### src/rtl/sbf_pkg.sv
package sbf_pkg;

   typedef enum logic {
      FORM_DIRECT = 1'b0,
      FORM_PAIR   = 1'b1
   } sbf_form_e;

   typedef enum logic {
      SHIFT_OPERATOR = 1'b0,
      SHIFT_LOGSTAGE = 1'b1
   } sbf_shift_style_e;

endpackage

### src/rtl/sbf_barrel.sv
module sbf_barrel #(
   parameter int   W          = 64,
   parameter int   AMT_W      = $clog2(W),
   parameter bit   SHIFT_LEFT = 1'b1,
   parameter logic STYLE      = sbf_pkg::SHIFT_OPERATOR
) (
   input  logic [W-1:0]     din,
   input  logic [AMT_W-1:0] amt,
   output logic [W-1:0]     dout
);

   initial begin
      if (W < 2)
         $error("sbf_barrel: W must be at least 2");
      if ((1 << AMT_W) < W)
         $error("sbf_barrel: AMT_W too small for W");
   end

   generate
      if (STYLE == sbf_pkg::SHIFT_OPERATOR) begin : g_op
         if (SHIFT_LEFT) begin : g_l
            assign dout = din << amt;
         end else begin : g_r
            assign dout = din >> amt;
         end
      end else begin : g_stage
         logic [W-1:0] stg [0:AMT_W];
         assign stg[0] = din;
         for (genvar k = 0; k < AMT_W; k++) begin : g_k
            if (SHIFT_LEFT) begin : g_l
               assign stg[k+1] = amt[k] ? (stg[k] << (1 << k)) : stg[k];
            end else begin : g_r
               assign stg[k+1] = amt[k] ? (stg[k] >> (1 << k)) : stg[k];
            end
         end
         assign dout = stg[AMT_W];
      end
   endgenerate

endmodule

### src/rtl/sbf_operand_norm.sv
module sbf_operand_norm #(
   parameter int DATA_W   = 64,
   parameter int NARROW_W = 32,
   localparam int AMT_W   = $clog2(DATA_W)
) (
   input  logic             wide,
   input  logic             form,
   input  logic [AMT_W-1:0] pos,
   input  logic [AMT_W:0]   len,
   input  logic [AMT_W-1:0] rot,
   input  logic [AMT_W-1:0] top,
   output logic [AMT_W-1:0] immr,
   output logic [AMT_W-1:0] imms,
   output logic             err
);
   import sbf_pkg::*;

   localparam logic [AMT_W:0]   FULL_SZ   = (AMT_W+1)'(DATA_W);
   localparam logic [AMT_W:0]   HALF_SZ   = (AMT_W+1)'(NARROW_W);

   logic [AMT_W:0]   size_w;
   logic [AMT_W:0]   size_mask;
   logic [AMT_W+1:0] span;
   logic [AMT_W:0]   neg_pos;
   logic [AMT_W:0]   len_m1;
   logic             d_err;
   logic             p_err;
   logic [AMT_W-1:0] d_rot;
   logic [AMT_W-1:0] d_top;

   always_comb begin
      size_w    = wide ? FULL_SZ : HALF_SZ;
      size_mask = size_w - 1'b1;
      span      = {2'b00, pos} + {1'b0, len};
      d_err     = (len == '0)
               || ({1'b0, pos} >= size_w)
               || (span > {1'b0, size_w});
      neg_pos   = (size_w - {1'b0, pos}) & size_mask;
      len_m1    = len - 1'b1;
      d_rot     = neg_pos[AMT_W-1:0];
      d_top     = len_m1[AMT_W-1:0];
      p_err     = !wide && (({1'b0, rot} >= HALF_SZ) || ({1'b0, top} >= HALF_SZ));
   end

   always_comb begin
      if (sbf_form_e'(form) == FORM_DIRECT) begin
         immr = d_rot;
         imms = d_top;
         err  = d_err;
      end else begin
         immr = rot;
         imms = top;
         err  = p_err;
      end
   end

endmodule

### src/rtl/sbf_field_engine.sv
module sbf_field_engine #(
   parameter int   DATA_W      = 64,
   parameter int   NARROW_W    = 32,
   parameter logic SHIFT_STYLE = sbf_pkg::SHIFT_OPERATOR,
   localparam int  AMT_W       = $clog2(DATA_W)
) (
   input  logic              wide,
   input  logic [DATA_W-1:0] src,
   input  logic [AMT_W-1:0]  immr,
   input  logic [AMT_W-1:0]  imms,
   output logic [DATA_W-1:0] res
);

   localparam logic [DATA_W-1:0] ALL_ONES  = {DATA_W{1'b1}};
   localparam logic [DATA_W-1:0] HALF_MASK = {{(DATA_W-NARROW_W){1'b0}}, {NARROW_W{1'b1}}};
   localparam logic [AMT_W:0]    FULL_SZ   = (AMT_W+1)'(DATA_W);
   localparam logic [AMT_W:0]    HALF_SZ   = (AMT_W+1)'(NARROW_W);

   logic [DATA_W-1:0] size_mask;
   logic [DATA_W-1:0] src_m;
   logic              insert_mode;
   logic              sign_bit;
   logic [AMT_W:0]    ins_pos;
   logic [AMT_W:0]    top_idx;
   logic [AMT_W:0]    keep_amt;
   logic [DATA_W-1:0] keep_mask;
   logic [DATA_W-1:0] up_shifted;
   logic [DATA_W-1:0] dn_shifted;
   logic [DATA_W-1:0] moved;

   always_comb begin
      size_mask   = wide ? ALL_ONES : HALF_MASK;
      src_m       = src & size_mask;
      insert_mode = (imms < immr);
      sign_bit    = src_m[imms];
      ins_pos     = (wide ? FULL_SZ : HALF_SZ) - {1'b0, immr};
   end

   sbf_barrel #(
      .W          (DATA_W),
      .AMT_W      (AMT_W),
      .SHIFT_LEFT (1'b1),
      .STYLE      (SHIFT_STYLE)
   ) up_i (
      .din  (src_m),
      .amt  (ins_pos[AMT_W-1:0]),
      .dout (up_shifted)
   );

   sbf_barrel #(
      .W          (DATA_W),
      .AMT_W      (AMT_W),
      .SHIFT_LEFT (1'b0),
      .STYLE      (SHIFT_STYLE)
   ) dn_i (
      .din  (src_m),
      .amt  (immr),
      .dout (dn_shifted)
   );

   always_comb begin
      if (insert_mode) begin
         moved   = up_shifted;
         top_idx = ins_pos + {1'b0, imms};
      end else begin
         moved   = dn_shifted;
         top_idx = {1'b0, imms} - {1'b0, immr};
      end
      keep_amt  = top_idx + 1'b1;
      keep_mask = ~(ALL_ONES << keep_amt);
      res       = ((moved & keep_mask) | (sign_bit ? ~keep_mask : '0)) & size_mask;
   end

endmodule

### src/rtl/sbf_out_reg.sv
module sbf_out_reg #(
   parameter int DATA_W = 64
) (
   input  logic              clk,
   input  logic              rst_n,
   input  logic              cap,
   input  logic [DATA_W-1:0] d_in,
   input  logic              e_in,
   output logic              v_q,
   output logic [DATA_W-1:0] d_q,
   output logic              e_q
);

   always_ff @(posedge clk) begin
      if (!rst_n) begin
         v_q <= 1'b0;
         d_q <= '0;
         e_q <= 1'b0;
      end else begin
         v_q <= cap;
         if (cap) begin
            d_q <= e_in ? '0 : d_in;
            e_q <= e_in;
         end
      end
   end

endmodule

### src/rtl/sbf_insert_unit.sv
module sbf_insert_unit #(
   parameter int   DATA_W      = 64,
   parameter int   NARROW_W    = 32,
   parameter logic SHIFT_STYLE = sbf_pkg::SHIFT_OPERATOR,
   localparam int  AMT_W       = $clog2(DATA_W)
) (
   input  logic              clk,
   input  logic              rst_n,
   input  logic              in_valid,
   input  logic              in_wide,
   input  logic              in_form,
   input  logic [DATA_W-1:0] in_src,
   input  logic [AMT_W-1:0]  in_pos,
   input  logic [AMT_W:0]    in_len,
   input  logic [AMT_W-1:0]  in_rot,
   input  logic [AMT_W-1:0]  in_top,
   output logic              out_valid,
   output logic [DATA_W-1:0] out_data,
   output logic              out_err
);

   initial begin
      if (DATA_W != 2 * NARROW_W)
         $error("sbf_insert_unit: DATA_W must be twice NARROW_W");
      if ((1 << AMT_W) != DATA_W)
         $error("sbf_insert_unit: DATA_W must be a power of two");
   end

   logic [AMT_W-1:0]  n_immr;
   logic [AMT_W-1:0]  n_imms;
   logic              n_err;
   logic [DATA_W-1:0] eng_res;

   sbf_operand_norm #(
      .DATA_W   (DATA_W),
      .NARROW_W (NARROW_W)
   ) norm_i (
      .wide (in_wide),
      .form (in_form),
      .pos  (in_pos),
      .len  (in_len),
      .rot  (in_rot),
      .top  (in_top),
      .immr (n_immr),
      .imms (n_imms),
      .err  (n_err)
   );

   sbf_field_engine #(
      .DATA_W      (DATA_W),
      .NARROW_W    (NARROW_W),
      .SHIFT_STYLE (SHIFT_STYLE)
   ) eng_i (
      .wide (in_wide),
      .src  (in_src),
      .immr (n_immr),
      .imms (n_imms),
      .res  (eng_res)
   );

   sbf_out_reg #(
      .DATA_W (DATA_W)
   ) oreg_i (
      .clk   (clk),
      .rst_n (rst_n),
      .cap   (in_valid),
      .d_in  (eng_res),
      .e_in  (n_err),
      .v_q   (out_valid),
      .d_q   (out_data),
      .e_q   (out_err)
   );

endmodule

### config.mk
export PLATFORM = sky130hd
export DESIGN_NAME = sbf_insert_unit
export DESIGN_NICKNAME = d
export VERILOG_FILES = /design/src/rtl/sbf_pkg.sv /design/src/rtl/sbf_barrel.sv /design/src/rtl/sbf_operand_norm.sv /design/src/rtl/sbf_field_engine.sv /design/src/rtl/sbf_out_reg.sv /design/src/rtl/sbf_insert_unit.sv
export SDC_FILE = /design/constraint.sdc
export NUM_CORES = 1
export LEC_CHECK = 0
export BUFFER_PORTS_ARGS = -buffer_cell sky130_fd_sc_hd__buf_4
export CORE_ASPECT_RATIO = 1.75
export CORE_MARGIN = 2
export CORE_UTILIZATION = 50
export DETAILED_ROUTE_END_ITERATION = 8
export GPL_ROUTABILITY_DRIVEN = 1
export GPL_TIMING_DRIVEN = 1
export PLACE_DENSITY_LB_ADDON = 0.15
export SLEW_MARGIN = 10
export SYNTH_ARGS = -nofsm -noshare
export SYNTH_HDL_FRONTEND = slang
export SYNTH_HIERARCHICAL = 1
export SYNTH_SLANG_ARGS = --single-unit
### constraint.sdc
create_clock -name clk -period 6.3 [get_ports clk]
set_input_delay 0.63 -clock clk [delete_from_list [all_inputs] [get_ports clk]]
set_output_delay 0.63 -clock clk [all_outputs]
set_load 0.05 [all_outputs]
======== Word-level counts from Yosys, hierarchy flattened ========
Index checks and enable logic that the tools add are counted.
storage, ports and cells
  register bits ........................... 66
  output and inout bits ................... 66
  memories kept ........................... 0
  latch bits .............................. 0
  memory bits (writable) .................. 0
  word-level logic and storage cells ...... 44
  memory bits (read-only) ................. 0
operators by class
  muxes and demuxes ....................... 11
  add/sub/neg operators ................... 8
  bitwise gates (word level) .............. 7
  $lt $le $gt $ge ......................... 6
  divide/modulo/power cells ............... 0
  shift-type cells ........................ 3
  reductions and logical operators ........ 6
  equal/unequal tests ..................... 0
  $mul .................................... 0
operators with widths
  cell                   count
  $mux 64                4
  $and 64x64->64         3
  $not 64->64            2
  $or 64x64->64          1
  $shl 64x6->64          1
  $shl 64x7->64 const A  1
  $shr 64x6->64          1
  $mux 7                 2
  $ge 6x6->1 const B     2
  $mux 6                 2
  $sub 6x1->6 const B    2
  $add 6x7->8            1
  $gt 8x7->1             1
  $add 7x1->7 const B    1
  $add 7x6->7            1
  $ge 6x7->1             1
  $logic_not 7->1        1
  $lt 6x7->1 const B     1
  $sub 6x6->7            1
  $sub 7x6->7            1
  $and 6x6->6            1
  $bmux 1 s6             1
  $lt 6x6->1             1
  $sub 6x6->6            1
  4 further kinds        7

======== Logic depth before layout (Yosys ltp) ========
Gate-level depths: netlist of the first run.
  word-level depth ........................ 15
  mapped depth ............................ 28
  mapped depth without buffers ............ 21

======== Cells and area by module ========
Netlist of the first run, hierarchy kept.
modules (own cells, without submodules)
  module                    times used  area an instance (um2)  seq. area each (um2)  cells an instance
  sbf_barrel at eng_i.up_i  1           4285.4                  0.0                   482
  sbf_barrel at eng_i.dn_i  1           4020.1                  0.0                   449
  sbf_field_engine          1           3941.3                  0.0                   514
  sbf_out_reg               1           2691.3                  1321.3                290
  sbf_operand_norm          1           630.6                   0.0                   94

======== Least setup slack after synthesis of the first run ========
OpenSTA, ideal clock, no wires.
  path type ............................... input to register
  from .................................... input port in_pos[1]
  to ...................................... register oreg_i.d_q[45]
  buffers on the path ..................... 4
  arrival ................................. 5.251 ns
  data required time ...................... 6.233 ns
  stages on the path ...................... 25
  setup time .............................. 0.067 ns
  path slack .............................. 0.982 ns
  cell sequence ........................... inv_1 ha_1 nor3b_1 xor2_1 o21ai_0 inv_1 ha_1 a21o_1 a21oi_4 o21a_1 buf_6 buf_2 buf_2 buf_2 nor2_1 a21oi_1 ha_1 inv_1 ha_1 nor2_1 a21oi_1 o21ai_0 mux2i_1 nand2_1 o21ai_2
between the ends
  longest elaborated chain between the ends .. 14
  elaborated cells on any way between the ends .. 26
RTL lines
  item                    line                    text
  start: declaration      sbf_insert_unit.sv:13   input logic [AMT_W-1:0] in_pos,
  $sub 6x6->6 (*)         sbf_operand_norm.sv:38  neg_pos = (size_w - {1'b0, pos}) & size_mask;
  $and 6x6->6 (*)         sbf_operand_norm.sv:38
  $mux 6 (*)              sbf_operand_norm.sv:46  if (sbf_form_e'(form) == FORM_DIRECT) begin
  net n_immr[4]           sbf_insert_unit.sv:29   logic [AMT_W-1:0] n_immr;
  $sub 7x6->7             sbf_field_engine.sv:36  ins_pos = (wide ? FULL_SZ : HALF_SZ) - {1'b0, immr};
  $add 7x6->7             sbf_field_engine.sv:64  top_idx = ins_pos + {1'b0, imms};
  $mux 7                  sbf_field_engine.sv:62  if (insert_mode) begin
  $add 7x1->7             sbf_field_engine.sv:69  keep_amt = top_idx + 1'b1;
  $shl 64x7->64           sbf_field_engine.sv:70  keep_mask = ~(ALL_ONES << keep_amt);
  $not 64->64             sbf_field_engine.sv:70
  $not 64->64             sbf_field_engine.sv:71  res = ((moved & keep_mask) | (sign_bit ? ~keep_mask : '0)) & size_mask;
  $mux 64                 sbf_field_engine.sv:71
  $or 64x64->64 (*)       sbf_field_engine.sv:71
  $and 64x64->64 (*)      sbf_field_engine.sv:71
  net eng_res[45]         sbf_insert_unit.sv:32   logic [DATA_W-1:0] eng_res;
  $mux 64 (*)             sbf_out_reg.sv:22       d_q <= e_in ? '0 : d_in;
  end signal: assignment  sbf_out_reg.sv:22
  end: declaration        sbf_out_reg.sv:10       output logic [DATA_W-1:0] d_q,
Mark *: on every way through the listed nets, which the timed path passes. The rest lies on a longest branch.
A chain may end at the register's enable or synchronous reset.

======== Final worst setup path of the first run ========
  from .................................... input port in_form
  to ...................................... register oreg_i.d_q[59]
between the ends
  elaborated cells on any way between the ends .. 22
RTL lines
  item                      line                    text
  start: declaration        sbf_insert_unit.sv:11   input logic in_form,
  $mux 6                    sbf_operand_norm.sv:46
  net n_immr[0]             sbf_insert_unit.sv:29
  $sub 7x6->7               sbf_field_engine.sv:36
  net eng_i.ins_pos[2]      sbf_field_engine.sv:23  logic [AMT_W:0] ins_pos;
  $shl 64x6->64             sbf_barrel.sv:22        assign dout = din << amt;
  net eng_i.up_shifted[59]  sbf_field_engine.sv:27  logic [DATA_W-1:0] up_shifted;
  $mux 64                   sbf_field_engine.sv:62
  $and 64x64->64            sbf_field_engine.sv:71
  $or 64x64->64             sbf_field_engine.sv:71
  $and 64x64->64            sbf_field_engine.sv:71
  net eng_res[59]           sbf_insert_unit.sv:32
  $mux 64                   sbf_out_reg.sv:22
The timed path passes the listed nets, and every way through them passes these cells. The select of a mux whose other input is x is not followed.

==> run_results.csv, run 1 <==
group,metric,value,unit
run_status,status,"complete, no violations",
cells_and_area,final_cell_mix,"229 x nand2_1, 206 x buf_4, 170 x mux2i_1",
clocking,ctsHoldBuffers,0,
cells_and_area,area_growth,9.81,%
global_route,grt_pass1_wl,103,mm
detailed_routing,first_pass_iters,8,
sta,fin_crit,5280,ps
sta,whs,470,ps
logic_synthesis,yosys_warnings,6,
logic_synthesis,ys_types,95,
detailed_routing,vias,16240,
floorplan,design.core.area,30700,um2
logic_synthesis,postSynthAreaPerCell,8.51,um2
detailed_routing,wl_per_cell,31.6,um
setup_path,crit_chain,"buf_4 > nand2_1 > o21ai_4 > inv_1 > ha_1 > xnor2_2 > buf_4 > buf_4 > mux4_2 > a222oi_1 > mux2i_1 > a221oi_2 > o21ai_1 > mux2_2 > nand2_1 > mux2i_1 > nand2_1 > o21ai_1",
clocking,cts_sinks,66,
clocking,cts_resized,0,
cells_and_area,final_area,17100,um2
cells_and_area,final_common_cell,"nand2_1",
logic_synthesis,yosysSeqAreaShare,8.49,%
clocking,cts_tree,"done",
placement,dp.final_hpwl,55.9,mm
clocking,htreeDepth,3,
detailed_routing,drc,0,
clocking,path_clk_slew,60,ps
pwr,p_leak,6.75,nW
clocking,cts_buffer_depth,2,
sta,rsz0062_at_grt,"false",
logic_synthesis,synth_cells,1829,
logic_synthesis,syn-num-nets,1958,
detailed_routing,viasPerCell,7.16,
sta,finalHoldViolCount,0,
cells_and_area,layout.nets,2000,
floorplan,start_util,50.7,%
setup_path,critical_path_class,"primary input to register",
floorplan,dieArea,32600,um2
logic_synthesis,synthArstFlopShare,0,%
placement,portBuffers,159,
pwr,power_density,280,nW/um2
sta,fmax,0.189,GHz
setup_path,crit_family,"compound AO/OA/AOI/OAI gates",
sta,slew_viol_final,0,
sta,max_slew_margin,6.50,%
setup_path,crit_cells,18,
detailed_routing,final_antenna_net_count,0,
detailed_routing,drt_iter0_drc,1676,
setup_path,cp.required,6500,ps
logic_synthesis,ys_ff_latch,66,
floorplan,die_y,237,um
setup_path,startpoint_type,"primary input",
setup_path,cpPeakStageDelay,800,ps
placement,dpl-instance-area,16800,um2
setup_path,cp.arrival,5480,ps
sta,setup_viol_count_final,0,
logic_synthesis,ys.flop_type,"dfxtp_1",
logic_synthesis,synth_edf_count,0,
setup_path,r2r_cells,2,
global_route,grt_overflow,0,
global_route,antenna_found_initial,4,
clocking,cts_setup_buffers,0,
setup_path,path_max_fanout,39,
floorplan,die_x,137,um
flow_run,drv_cap,0,
sta,setup-tns-final,0,ps
clocking,root_buffer,"clkbuf_16",
setup_path,crit_buf_inv,4,
cells_and_area,n_fill_cell,2886,
min_path,hp-class,"register to register",
logic_synthesis,syn-cell-area,15600,um2
floorplan,rows,85,
global_route,track_usage,43.6,%
floorplan,io_pins,160,
placement,place.gp.congestion,1.11,
clocking,clkLatencyLatePin,340,ps
min_path,min_path_cells,2,
clocking,numCtsBuffers,9,
global_route,grt_max_degree,145,
pwr,vdd_drop_max,0.000255,V
sta,fin_skew,0,ps
global_route,grt_pass1_vias,15520,
setup_path,crit_slowest_cell,"xnor2_2",
sta,finalCritPeriodShare,83.9,%
detailed_routing,routed_wl,71.8,mm
cells_and_area,drive_gt1_share,29.7,%
pwr,total_power,4.78,mW
sta,worstMarginPinSlew,1390,ps
setup_path,critPathCaptureType,"register",
==> synth_stat cells (23+ instances only) <==
cell        n  area share, %
mux4_2    117             17
a21oi_1    81            2.6
o21ai_1    40            1.3
dfxtp_1    66            8.5
nor2_1    118            2.8
buf_2      51            1.6
nand2_1   229            5.5
nand3b_1   69            3.3
o211ai_1   28            1.4
o22ai_1    25            1.0
mux2i_1   170             11
mux2_2    131            9.5
o21ai_0    73            2.3
o21ai_2    33            1.9
ha_1       32            2.6
clkbuf_1   82            2.0
nor3_1     23           0.74
and2_1     49            2.0
inv_1      34           0.82
==> path summary, 6_finish.rpt <==
check | slack, ps | startpoint | to
hold reg to reg | 470 | oreg_i/d_q[24] | oreg_i/d_q[24]
setup reg to reg | 5520 | oreg_i/d_q[57] | oreg_i/d_q[57]
setup / recovery | 1020 | in_form | oreg_i/d_q[59]
hold / removal | 470 | oreg_i/d_q[24] | oreg_i/d_q[24]
==> kinds of logic (layout without fill, tap and decap cells) <==
| kind of cell | after synthesis | count (layout) | synth area share [%] |
|---|---|---|---|
| simple gates | 589 | 589 | 18.7 |
| compound gates | 454 | 454 | 20.2 |
| mux | 442 | 442 | 41.1 |
| buf+inv | 214 | 261 | 6.92 |
| flops | 66 | 66 | 8.49 |
| fa+ha+maj | 35 | 35 | 2.96 |
| xor+xnor | 29 | 29 | 1.68 |
| other cells | 0 | 1 | 0 |
==> layer usage <==
metal | global-route usage, % | wire length, um | up-vias
li1 | - | - | 7058
met1 | 45.8 | 23900 | 7680
met2 | 69.9 | 33200 | 1120
met3 | 9.51 | 5650 | 378
met4 | 42.3 | 8940 | 4
met5 | 0.317 | 22 | -
==> final cells by class <==
class,count,area [um2],area share [%]
Tap cell,391,489,2.86
Antenna cell,1,2.50,0.0146
Multi-Input combinational cell,1549,13300,77.6
Timing Repair Buffer,207,1570,9.16
Inverter,38,143,0.834
Sequential cell,66,1320,7.73
Clock buffer,9,225,1.32
Clock inverter,7,77.6,0.454
==> flip-flops by register name, summed over array words and instances, names as in the netlist <==
signal / count
oreg_i/e_q: 1
oreg_i/v_q: 1
oreg_i/d_q: 64
==> worst reg2reg max path: stages (launching register included) <==
cell      delay, ps
dfxtp_1         500
nand3b_1        140
o21ai_2          80
==> where the power goes <==
| part | internal (mW) | switching, mW | leakage (nW) | total [mW] |
|---|---|---|---|---|
| Clock | 0.310 | 0.203 | 0.152 | 0.514 |
| Combinational | 1.36 | 2.42 | 6.06 | 3.79 |
| Sequential | 0.457 | 0.0237 | 0.535 | 0.480 |
==> stage by stage <==
step	setup WS [ps]	std cells	utilization (%)
6_report	1020	2268	55.6
5_1_grt	665	2267	55.6
4_1_cts	1100	2267	55.6
3_5_place_dp	766	2251	54.6
3_3_place_gp	880	2251	54.6
2_1_floorplan	982	1829	-
Note: power is estimated with default switching activity, not from simulation.
==> inputs of run 2 (changes only) <==
- clock period: 6.3 -> 5.2 ns (I/O delays scaled with it)
==> run_results.csv, run 2 (synthesis results as in run 1) <==
group,metric,value,unit
run_status,status,"complete, no violations",
detailed_routing,drt_iter0_drc,1701,
sta,fin_skew,0,ps
min_path,hp-class,"register to register",
sta,rsz0062_at_grt,"false",
cells_and_area,final_common_cell,"buf_4",
pwr,vdd_drop_max,0.000442,V
sta,setup-tns-final,0,ps
min_path,min_path_cells,2,
clocking,numCtsBuffers,9,
global_route,grt_max_degree,150,
clocking,htreeDepth,3,
sta,finalHoldViolCount,0,
clocking,ctsHoldBuffers,0,
cells_and_area,top_register,"oreg_i/d_q",
sta,finalCritPeriodShare,92.9,%
detailed_routing,final_antenna_net_count,0,
min_path,hold_start,"oreg_i/d_q[25]",
cells_and_area,largest_reg_flops,64,
sta,fin_crit,4830,ps
floorplan,rows,85,
clocking,cts_setup_buffers,0,
clocking,path_clk_slew,60,ps
sta,whs,472,ps
global_route,antenna_found_initial,9,
flow_run,drv_cap,0,
setup_path,cp.required,5470,ps
placement,place.gp.congestion,1.08,
placement,dp.cells,2293,
detailed_routing,vias,16348,
placement,portBuffers,159,
clocking,cts_buffer_depth,2,
setup_path,r2r_start,"oreg_i/d_q[10]",
pwr,p_leak,6.97,nW
pwr,power_density,342,nW/um2
global_route,grt_pass1_wl,104,mm
setup_path,cp.arrival,5100,ps
sta,worstMarginPinSlew,1100,ps
placement,dp.final_hpwl,56.1,mm
cells_and_area,reg_top3,"oreg_i/d_q (64), oreg_i/e_q (1), oreg_i/v_q (1)",
sta,setup_viol_count_final,0,
sta,max_slew_margin,25.9,%
setup_path,startpoint_type,"primary input",
floorplan,die_y,237,um
min_path,whs_endpoint,"oreg_i/d_q[25]",
global_route,track_usage,43.7,%
sta,fmax,0.207,GHz
cells_and_area,layout.nets,2042,
detailed_routing,routed_wl,71.5,mm
setup_path,r2r_setup_slack,4520,ps
clocking,cts_tree,"done",
clocking,cts_sinks,66,
detailed_routing,wl_per_cell,30.9,um
setup_path,r2r_cells,2,
detailed_routing,drc,0,
clocking,cts_resized,0,
floorplan,start_util,50.7,%
floorplan,die_x,137,um
setup_path,r2r_end,"oreg_i/d_q[10]",
pwr,total_power,5.99,mW
cells_and_area,area_growth,12.3,%
floorplan,io_pins,160,
global_route,grt_overflow,0,
setup_path,path_max_fanout,17,
floorplan,design.core.area,30700,um2
cells_and_area,stdcell_count,2313,
clocking,clkLatencyLatePin,340,ps
setup_path,critical_path_class,"primary input to register",
detailed_routing,first_pass_iters,5,
setup_path,critPathCaptureType,"register",
cells_and_area,drive_gt1_share,31.3,%
cells_and_area,final_cell_mix,"242 x buf_4, 229 x nand2_1, 170 x mux2i_1",
global_route,grt_pass1_vias,15780,
detailed_routing,viasPerCell,7.07,
clocking,root_buffer,"clkbuf_16",
floorplan,dieArea,32600,um2
sta,slew_viol_final,0,
==> run 2: cell count changes in the layout (fill, tap and decap cells not counted), sizes merged <==
| cell | delta |
|---|---|
| buf | +42 |
| clkbuf | +1 |
| clkinv | -3 |
| clkinvlp | +2 |
| diode | +3 |
==> run 2: worst max-delay path by stage <==
stage / startpoint / end / cells past startpoint / slack (ps)
6_report: in_pos[0] / oreg_i/d_q[21] / 23 / 370
5_1_grt: in_pos[0] / oreg_i/d_q[20] / 23 / 20
4_1_cts: in_pos[2] / oreg_i/d_q[49] / 19 / 440
3_5_place_dp: in_pos[2] / oreg_i/d_q[49] / 19 / 70
3_3_place_gp: in_pos[2] / oreg_i/d_q[57] / 19 / 180
2_1_floorplan: in_pos[1] / oreg_i/d_q[5] / 26 / 10
==> run 2: per-layer routing <==
metal  global-route usage (%)  routed length [um]  part of all wire [%]  up-vias
met2                     70.2               33600                    47     1092
met4                     39.7                8090                    11        8
li1                         -                   -                     -     7148
met1                     47.0               24100                    34     7748
met3                     9.51                5670                   7.9      352
met5                        0                  50                 0.070        -
==> run 2: worst max-delay path, cell delays in order <==
cell and delay (ps):
buf_4 120, inv_1 120, ha_1 190, nor3b_1 230, xor2_1 110, o21ai_2 190
inv_1 90, ha_1 310, a21o_1 200, a21oi_4 220, o21a_4 240, nor2_1 60
a21oi_1 170, ha_1 270, nand4_1 180, and2_1 280, xnor2_1 160, o21ai_2 650
buf_4 310, a21oi_1 80, a31oi_1 140, nand2_1 70, o21ai_1 160
==> run 2: power breakdown <==
| group | leakage [nW] | internal (mW) | switching [mW] |
|---|---|---|---|
| Clock | 0.145 | 0.384 | 0.239 |
| Sequential | 0.535 | 0.553 | 0.0264 |
| Combinational | 6.29 | 1.78 | 3.00 |
==> run 2: final cells by class <==
type / instances / area (um2)
clock buffer: 10 / 239
antenna: 4 / 10.0
sequential: 66 / 1320
timing repair buffer: 249 / 1950
multi-input combinational: 1549 / 13300
inverter: 38 / 143
fill: 2886 / 13300
tap: 391 / 489
clock inverter: 6 / 63.8
==> run 2: through the flow <==
| step | worst slack, ps | util [%] | area, um2 |
|---|---|---|---|
| after global placement | 185 | 55.8 | 17200 |
| after floorplan | 11.9 | - | 15600 |
| after CTS | 435 | 56.8 | 17500 |
| final | 371 | 56.9 | 17500 |
| after detailed placement | 73.0 | 55.8 | 17200 |
| after global routing | 22.8 | 56.8 | 17500 |
